**config.mk**
```make
export PLATFORM = sky130hd
export DESIGN_NAME = async_serial_core
export DESIGN_NICKNAME = d
export VERILOG_FILES = /design/src/rtl/async_serial_core.sv
export SDC_FILE = /design/constraint.sdc
export NUM_CORES = 1
export LEC_CHECK = 0
export ABC_CLOCK_PERIOD_IN_PS = 2500
export BUFFER_PORTS_ARGS = -buffer_cell sky130_fd_sc_hd__buf_2
export CAP_MARGIN = 20
export CORE_MARGIN = 1
export CORE_UTILIZATION = 59
export CTS_CLUSTER_DIAMETER = 50
export CTS_CLUSTER_SIZE = 24
export DETAILED_ROUTE_END_ITERATION = 7
export GPL_TIMING_DRIVEN = 1
export HOLD_SLACK_MARGIN = 0.15
export PLACE_DENSITY = 0.79
export SLEW_MARGIN = 0
export SYNTH_ARGS = -nofsm -noshare
export SYNTH_HDL_FRONTEND = slang
export SYNTH_SLANG_ARGS = --single-unit
export TNS_END_PERCENT = 10
```
**constraint.sdc**
```tcl
create_clock -name clk -period 2.5 [get_ports clk]
set_input_delay 0.375 -clock clk [delete_from_list [all_inputs] [get_ports clk]]
set_output_delay 0.375 -clock clk [all_outputs]
set_load 0.1 [all_outputs]
```
**src/rtl/async_serial_core.sv**
```systemverilog
module async_serial_core #(
  parameter int DATA_BITS = 8,
  parameter int OSR       = 16,
  parameter int REG_W     = 8
) (
  input  logic             clk,
  input  logic             rst_n,
  input  logic             tick,
  input  logic [2:0]       reg_addr,
  input  logic             reg_wr,
  input  logic             reg_rd,
  input  logic [REG_W-1:0] reg_wdata,
  output logic [REG_W-1:0] reg_rdata,
  output logic             txd,
  input  logic             rxd,
  output logic             irq
);
  localparam int CW    = (OSR > 1) ? $clog2(OSR) : 1;
  localparam int FRAME = DATA_BITS + 2;
  localparam int BW    = $clog2(FRAME + 1);
  localparam logic [CW-1:0] LAST = CW'(OSR - 1);
  localparam logic [CW-1:0] MID  = CW'(OSR / 2 - 1);
  localparam logic [2:0] A_CTRL = 3'd0, A_STAT = 3'd1, A_ERR = 3'd2, A_MASK = 3'd3, A_DATA = 3'd4;
  localparam logic [6:0] MASK_KEEP = 7'b1000111;
  localparam logic [6:0] ERR_BITS  = 7'b1111000;

  logic tx_en, rx_en;
  logic [DATA_BITS-1:0] hold;
  logic hold_full;
  logic [FRAME-1:0] tsh;
  logic tbusy;
  logic [CW-1:0] tcnt;
  logic [BW-1:0] tidx;

  logic rs1, rs2, rbusy;
  logic [CW-1:0] rcnt;
  logic [BW-1:0] ridx;
  logic [DATA_BITS-1:0] rsh, rbuf;
  logic rx_full, ov, fe;
  logic [6:0] mask;
  logic [6:0] stat;

  wire wr_ctrl = reg_wr && reg_addr == A_CTRL;
  wire wr_err  = reg_wr && reg_addr == A_ERR;
  wire wr_mask = reg_wr && reg_addr == A_MASK;
  wire wr_data = reg_wr && reg_addr == A_DATA;
  wire rd_data = reg_rd && reg_addr == A_DATA;
  wire tx_clr  = wr_ctrl && reg_wdata[2];
  wire tx_load = tx_en && hold_full && !tbusy && !wr_data && !tx_clr;
  wire rx_mid  = rx_en && rbusy && tick && rcnt == MID;
  wire rx_done = rx_mid && ridx == BW'(FRAME - 1);
  wire full_eff = rx_full && !rd_data;

  assign stat = {fe | ov, ov, fe, 1'b0, rx_full, !tbusy, !hold_full};
  assign txd  = tbusy ? tsh[0] : 1'b1;

  always_ff @(posedge clk or negedge rst_n) begin
    if (!rst_n) begin
      tx_en <= 1'b0;
      rx_en <= 1'b0;
      mask  <= '0;
      irq   <= 1'b0;
    end else begin
      if (wr_ctrl) begin
        tx_en <= reg_wdata[0];
        rx_en <= reg_wdata[1];
      end
      if (wr_mask) mask <= reg_wdata[6:0] & MASK_KEEP;
      irq <= |(stat & mask);
    end
  end

  always_ff @(posedge clk or negedge rst_n) begin
    if (!rst_n) begin
      hold      <= '0;
      hold_full <= 1'b0;
      tsh       <= '1;
      tbusy     <= 1'b0;
      tcnt      <= '0;
      tidx      <= '0;
    end else begin
      if (wr_data) begin
        hold      <= reg_wdata[DATA_BITS-1:0];
        hold_full <= 1'b1;
      end else if (tx_clr) begin
        hold_full <= 1'b0;
      end else if (tx_load) begin
        hold_full <= 1'b0;
      end
      if (tx_load) begin
        tsh   <= {1'b1, hold, 1'b0};
        tbusy <= 1'b1;
        tcnt  <= '0;
        tidx  <= '0;
      end else if (tbusy && tick) begin
        tcnt <= (tcnt == LAST) ? '0 : tcnt + 1'b1;
        if (tcnt == LAST) begin
          tsh  <= {1'b1, tsh[FRAME-1:1]};
          tidx <= tidx + 1'b1;
          if (tidx == BW'(FRAME - 1)) tbusy <= 1'b0;
        end
      end
    end
  end

  always_ff @(posedge clk or negedge rst_n) begin
    if (!rst_n) begin
      rs1   <= 1'b1;
      rs2   <= 1'b1;
      rbusy <= 1'b0;
      rcnt  <= '0;
      ridx  <= '0;
      rsh   <= '0;
    end else begin
      rs1 <= rxd;
      rs2 <= rs1;
      if (!rx_en) begin
        rbusy <= 1'b0;
      end else if (!rbusy) begin
        if (tick && !rs2) begin
          rbusy <= 1'b1;
          rcnt  <= '0;
          ridx  <= '0;
        end
      end else if (tick) begin
        rcnt <= (rcnt == LAST) ? '0 : rcnt + 1'b1;
        if (rx_mid) begin
          if ((ridx == '0 && rs2) || ridx == BW'(FRAME - 1)) begin
            rbusy <= 1'b0;
          end else begin
            ridx <= ridx + 1'b1;
            if (ridx != '0) rsh <= {rs2, rsh[DATA_BITS-1:1]};
          end
        end
      end
    end
  end

  always_ff @(posedge clk or negedge rst_n) begin
    if (!rst_n) begin
      rbuf    <= '0;
      rx_full <= 1'b0;
      ov      <= 1'b0;
      fe      <= 1'b0;
    end else begin
      if (rd_data) begin
        rx_full <= 1'b0;
        ov      <= 1'b0;
        fe      <= 1'b0;
      end
      if (wr_err) begin
        ov <= ov & reg_wdata[5];
        fe <= fe & reg_wdata[4];
      end
      if (rx_done) begin
        if (full_eff) begin
          ov <= 1'b1;
        end else begin
          rbuf    <= rsh;
          rx_full <= 1'b1;
          if (!rs2) fe <= 1'b1;
        end
      end
    end
  end

  always_comb begin
    reg_rdata = '0;
    case (reg_addr)
      A_CTRL:  reg_rdata = REG_W'({rx_en, tx_en});
      A_STAT:  reg_rdata = REG_W'(stat);
      A_ERR:   reg_rdata = REG_W'(stat & ERR_BITS);
      A_MASK:  reg_rdata = REG_W'(mask);
      A_DATA:  reg_rdata = REG_W'(rbuf);
      default: reg_rdata = '0;
    endcase
  end
endmodule


```
Word-level counts from Yosys, hierarchy flattened
Cells that the tools add are included.
Word-level totals
  register bits: 65
  input port bits: 17
  output and inout bits: 10
  logic and storage cells: 126
Cells by class
  add/subtract/negate cells: 4
  equal/unequal tests: 12
  multiplexer cells: 44
  bitwise operators: 6
  reductions and logical operators: 40
Operator list (number)
  $mux W4: 14
  $pmux W8 S5: 1
  $mux W10: 3
  $mux W1: 26
  $logic_and A1 B1 Y1: 18
  $add A4 B1 Y4 const B: 4
  $eq A4 B4 Y1 const B: 4
  $reduce_bool A2 Y1: 4
  $and A7 B7 Y7: 1
  $reduce_or A7 Y1: 1
  $eq A3 B2 Y1 const B: 2
  $logic_not A1 Y1: 6
  $reduce_and A3 Y1: 2
  $reduce_and A6 Y1: 1
  $reduce_and A5 Y1: 1
  $eq A4 B3 Y1 const B: 1
  $logic_not A4 Y1: 1
  $ne A2 B2 Y1 const B: 2
  $reduce_and A2 Y1: 2
  $reduce_bool A4 Y1: 1
  $eq A3 B1 Y1 const B: 1
  $eq A3 B3 Y1 const B: 1
  $logic_not A3 Y1: 1
  $reduce_bool A3 Y1: 1
  other kinds (5): 7

Depth between registers and ports, before layout
  depth after elaboration: 8
  mapped depth: 7
  gate-level depth less buffers: 6

Least setup slack after synthesis
Ideal clock, no wire load.
  kind: input port to output port
  start: input reg_addr[0]
  end: output reg_rdata[1]
  arrival time: 3.088 ns
  required time: 2.125 ns
  setup slack: -0.963 ns
  stages: 5
  cells stage by stage: clkbuf_1 -> nor2_1 -> a211oi_1 -> a31oi_1 -> o21ai_0
On the way
  longest elaborated chain between the ends: 2
  elaborated cells on any way between the ends: 6
  classes of those cells: eq/ne: 4; mux: 1; reduce/logical: 1
Ends and longest elaborated chain
  from (decl): line 9  | input logic [2:0] reg_addr,
  $eq A3 B3 Y1, or another cell as far along: line 169  | case (reg_addr)
  $pmux W8 S5 *: line 169
  to (decl): line 13  | output logic [REG_W-1:0] reg_rdata,
Mark *: on every way between the ends. The rest lies on a longest branch, timed or not.

Worst setup path in the final report
  start: register fe
  end: output reg_rdata[6]
On the way
  longest elaborated chain between the ends: 2
Ends and longest elaborated chain
  from (decl): line 39  | logic rx_full, ov, fe;
  from (signal assigned): line 153  | fe <= fe & reg_wdata[4];
  $or A1 B1 Y1: line 54  | assign stat = {fe | ov, ov, fe, 1'b0, rx_full, !tbusy, !hold_full};
  $pmux W8 S5: line 169
Every way passes these cells.

==> flow_metrics.env <==
export IMPL_status="finished clean"
export IMPL_gp_congestion=0.8519
export IMPL_grt_busiest_layer="met2"
export IMPL_start_kind="flip-flop"
export IMPL_finalWirelength_mm=5.956
export IMPL_track_usage=0.2408
export IMPL_fmax_mhz=458.2
export IMPL_gr_total_overflow=0
export IMPL_post_route_min_period_ns=2.183
export IMPL_clkSinkCount=64
export IMPL_finClkSkew_ns=0.007059
export IMPL_grt_first_pass_wirelength_mm=9.542
export IMPL_drv_slew=0
export IMPL_drt_iter0_drc=114
export IMPL_h_tree_depth=3
export IMPL_rows=26
export IMPL_setup_viol=0
export IMPL_wl_per_cell_um=16.14
export IMPL_synthDistinctLibCells=55
export IMPL_syn_inst=260
export IMPL_path_clk_slew_ns=0.06
export IMPL_clk_path_buf_depth=2
export IMPL_fp_dieH_um=74.68
export IMPL_synth_area_per_cell_sq_um=11.99
export IMPL_globalRouteMet1Util=0.3324
export IMPL_die_w_um=74.68
export IMPL_ctsRootBufferMaster="clkbuf_8"
export IMPL_crit_type="reg -> out"
export IMPL_mostFrequentLayoutCell="dfrtp_1"
export IMPL_start_util=0.6102
export IMPL_synthFlopType="dfrtp_1"
export IMPL_cellLeakagePower_nw=1.621
export IMPL_setup_tns_ns=0
export IMPL_peakVddDrop_mv=0.4592
export IMPL_holdCritPathClass="in -> reg"
export IMPL_cts_buffers=9
export IMPL_cts_setup_buffers=0
export IMPL_io_pins=27
export IMPL_synth_fp_nets=284
export IMPL_crit_fanout=5
export IMPL_min_from="reg_wdata[7]"
export IMPL_io_buffers=26
export IMPL_maxCapViolCount=0
export IMPL_antenna_found_initial=0
export IMPL_powerDensity_nw_per_um2=839.9
export IMPL_final_net_count=318
export IMPL_final_core_util=0.7016
export IMPL_whs_ns=0.2683
export IMPL_fin_cells=369
export IMPL_synth_edff_count=0
export IMPL_hold_viol_final=0
export IMPL_drive_above_1_share=0.3411
export IMPL_cp_required_ns=2.12
export IMPL_viasPerCell=5.743
export IMPL_groute_layer_met3_usage=0.06426
export IMPL_crit_start="fe$_DFF_PN0_"
export IMPL_grt_start_max_net_pins=36
export IMPL_ff2ff_setup_slack_ns=0.41
export IMPL_reg2reg_from="rcnt[0]$_DFFE_PN0P_"
export IMPL_coreArea_sq_um=5107
export IMPL_power_mw=3.010
export IMPL_use_met2=0.3634
export IMPL_grt_pass1_vias=2005
export IMPL_yosysWarningCount=0
export IMPL_cts_tree="yes"
export IMPL_ant_nets=0
export IMPL_syn2layout_area_growth_pct=14.97
export IMPL_die_area_sq_um=5577
export IMPL_place_hpwl_mm=4.262
export IMPL_slew_headroom=0.5431
export IMPL_cts_repair_resized=0
export IMPL_async_reset_ff_frac=1.000
export IMPL_clock_latency_ns=0.34
export IMPL_layout_common_cells="dfrtp_1 (53), buf_2 (26), mux2_2 (23)"
export IMPL_dr_pass1_iters=4
export IMPL_cp_end_kind="primary output"
export IMPL_period_share=0.8730
export IMPL_syn_area_sq_um=3117
export IMPL_crit_arrival_ns=1.81
export IMPL_yosysSeqAreaShare=0.5183
export IMPL_ys_ff_latch=64
export IMPL_vias=2119
export IMPL_rsz0062_at_grt="false"
export IMPL_tightest_slew_ns=0.6853
export IMPL_antennaDiodeCount=0
export IMPL_drc=0
export IMPL_dp_cells=351
## final cells by class
type,instances,area [sq um]
clock inverter,5,80.08
sequential,64,1615
timing repair buffer,32,192.7
tap,70,87.58
multi-input combinational,176,1425
inverter,11,41.29
fill,361,1524
clock buffer,11,141.4
## sequential cells by signal, summed over array words and instances (netlist names), 4 cells and up
signal  count
tidx        4
rsh         8
hold        8
mask        4
rbuf        8
tsh         9
tcnt        4
ridx        4
rcnt        4
## power breakdown
group | internal [mW] | switching [mW]
Sequential | 1.27 | 0.183
Clock | 0.587 | 0.391
Combinational | 0.246 | 0.329
## cells by family (layout without fill, tap and decap cells)
kind of cell	after synthesis	after routing	share of synthesized area
flip-flops	64	64	0.5183
multiplexers	41	41	0.1538
AND/OR/NAND/NOR	65	65	0.1245
buffers and inverters	20	59	0.02770
adder cells (fa/ha/maj)	7	7	0.02810
AO/OA/AOI/OAI	57	57	0.1309
XOR/XNOR	6	6	0.01686
## worst paths after layout
| check | end | cells past startpoint |
|---|---|---|
| max | reg_rdata[6] | 5 |
| min reg2reg | rs2$_DFF_PN1_ | 0 |
| max in group asynchronous | rs2$_DFF_PN1_ | 3 |
| min in group asynchronous | mask[0]$_DFFE_PN0P_ | 2 |
| max reg2reg | rbuf[5]$_DFFE_PN0P_ | 5 |
| min | hold[7]$_DFFE_PN0P_ | 2 |
## per-layer routing
metal	vias to the layer above	routed length, um
li1	1016	-
met1	1050	2823
met2	45	2837
met3	8	199
met4	0	96
met5	-	0
## stage by stage
stage	setup WS [ns]	cell area (sq um)
2_1_floorplan	0.3102	3120
5_1_grt	0.1954	3583
6_report	0.3175	3583
3_5_place_dp	0.4178	3342
4_1_cts	0.2951	3583
3_3_place_gp	0.4905	3342
## cells in the mapped netlist (2+ instances only)
| master | number | area share |
|---|---|---|
| dfrtp_1 | 53 | 0.43 |
| clkbuf_1 | 2 | 0.0024 |
| dfstp_2 | 11 | 0.093 |
| ha_1 | 7 | 0.028 |
| and2_1 | 2 | 0.0040 |
| or3_1 | 2 | 0.0040 |
| mux2i_1 | 10 | 0.032 |
| xnor2_1 | 5 | 0.014 |
| nand3_1 | 4 | 0.0064 |
| nor2_1 | 12 | 0.014 |
| and4_1 | 2 | 0.0056 |
| a22o_1 | 5 | 0.014 |
| a21o_1 | 4 | 0.0096 |
| and3_1 | 3 | 0.0060 |
| a21oi_1 | 8 | 0.013 |
| a211oi_1 | 3 | 0.0072 |
| mux2_2 | 23 | 0.083 |
| inv_1 | 11 | 0.013 |
| buf_2 | 6 | 0.0096 |
| nor4_1 | 2 | 0.0040 |
| mux2_4 | 8 | 0.039 |
| nand2b_1 | 2 | 0.0040 |
| o21ai_1 | 8 | 0.013 |
| a21boi_0 | 2 | 0.0048 |
| o211ai_1 | 2 | 0.0048 |
| nand2_1 | 19 | 0.023 |
| nand4_1 | 4 | 0.0080 |
| nor3_1 | 2 | 0.0032 |
| o21ai_0 | 12 | 0.019 |
## worst max-delay path, cell delays in order (launching register included)
cell and delay [ns]:
dfrtp_1 0.44, or3_1 0.37, o211ai_1 0.09, o21ai_0 0.10, a22o_1 0.18, buf_2 0.29
## repair_timing
| action | CTS | global route |
|---|---|---|
| endpoints found under the hold margin | 21 | 0 |
| setup endpoints to repair | 0 | 0 |
| hold buffers | 2 | 0 |
(Power assumes the default switching activity.)
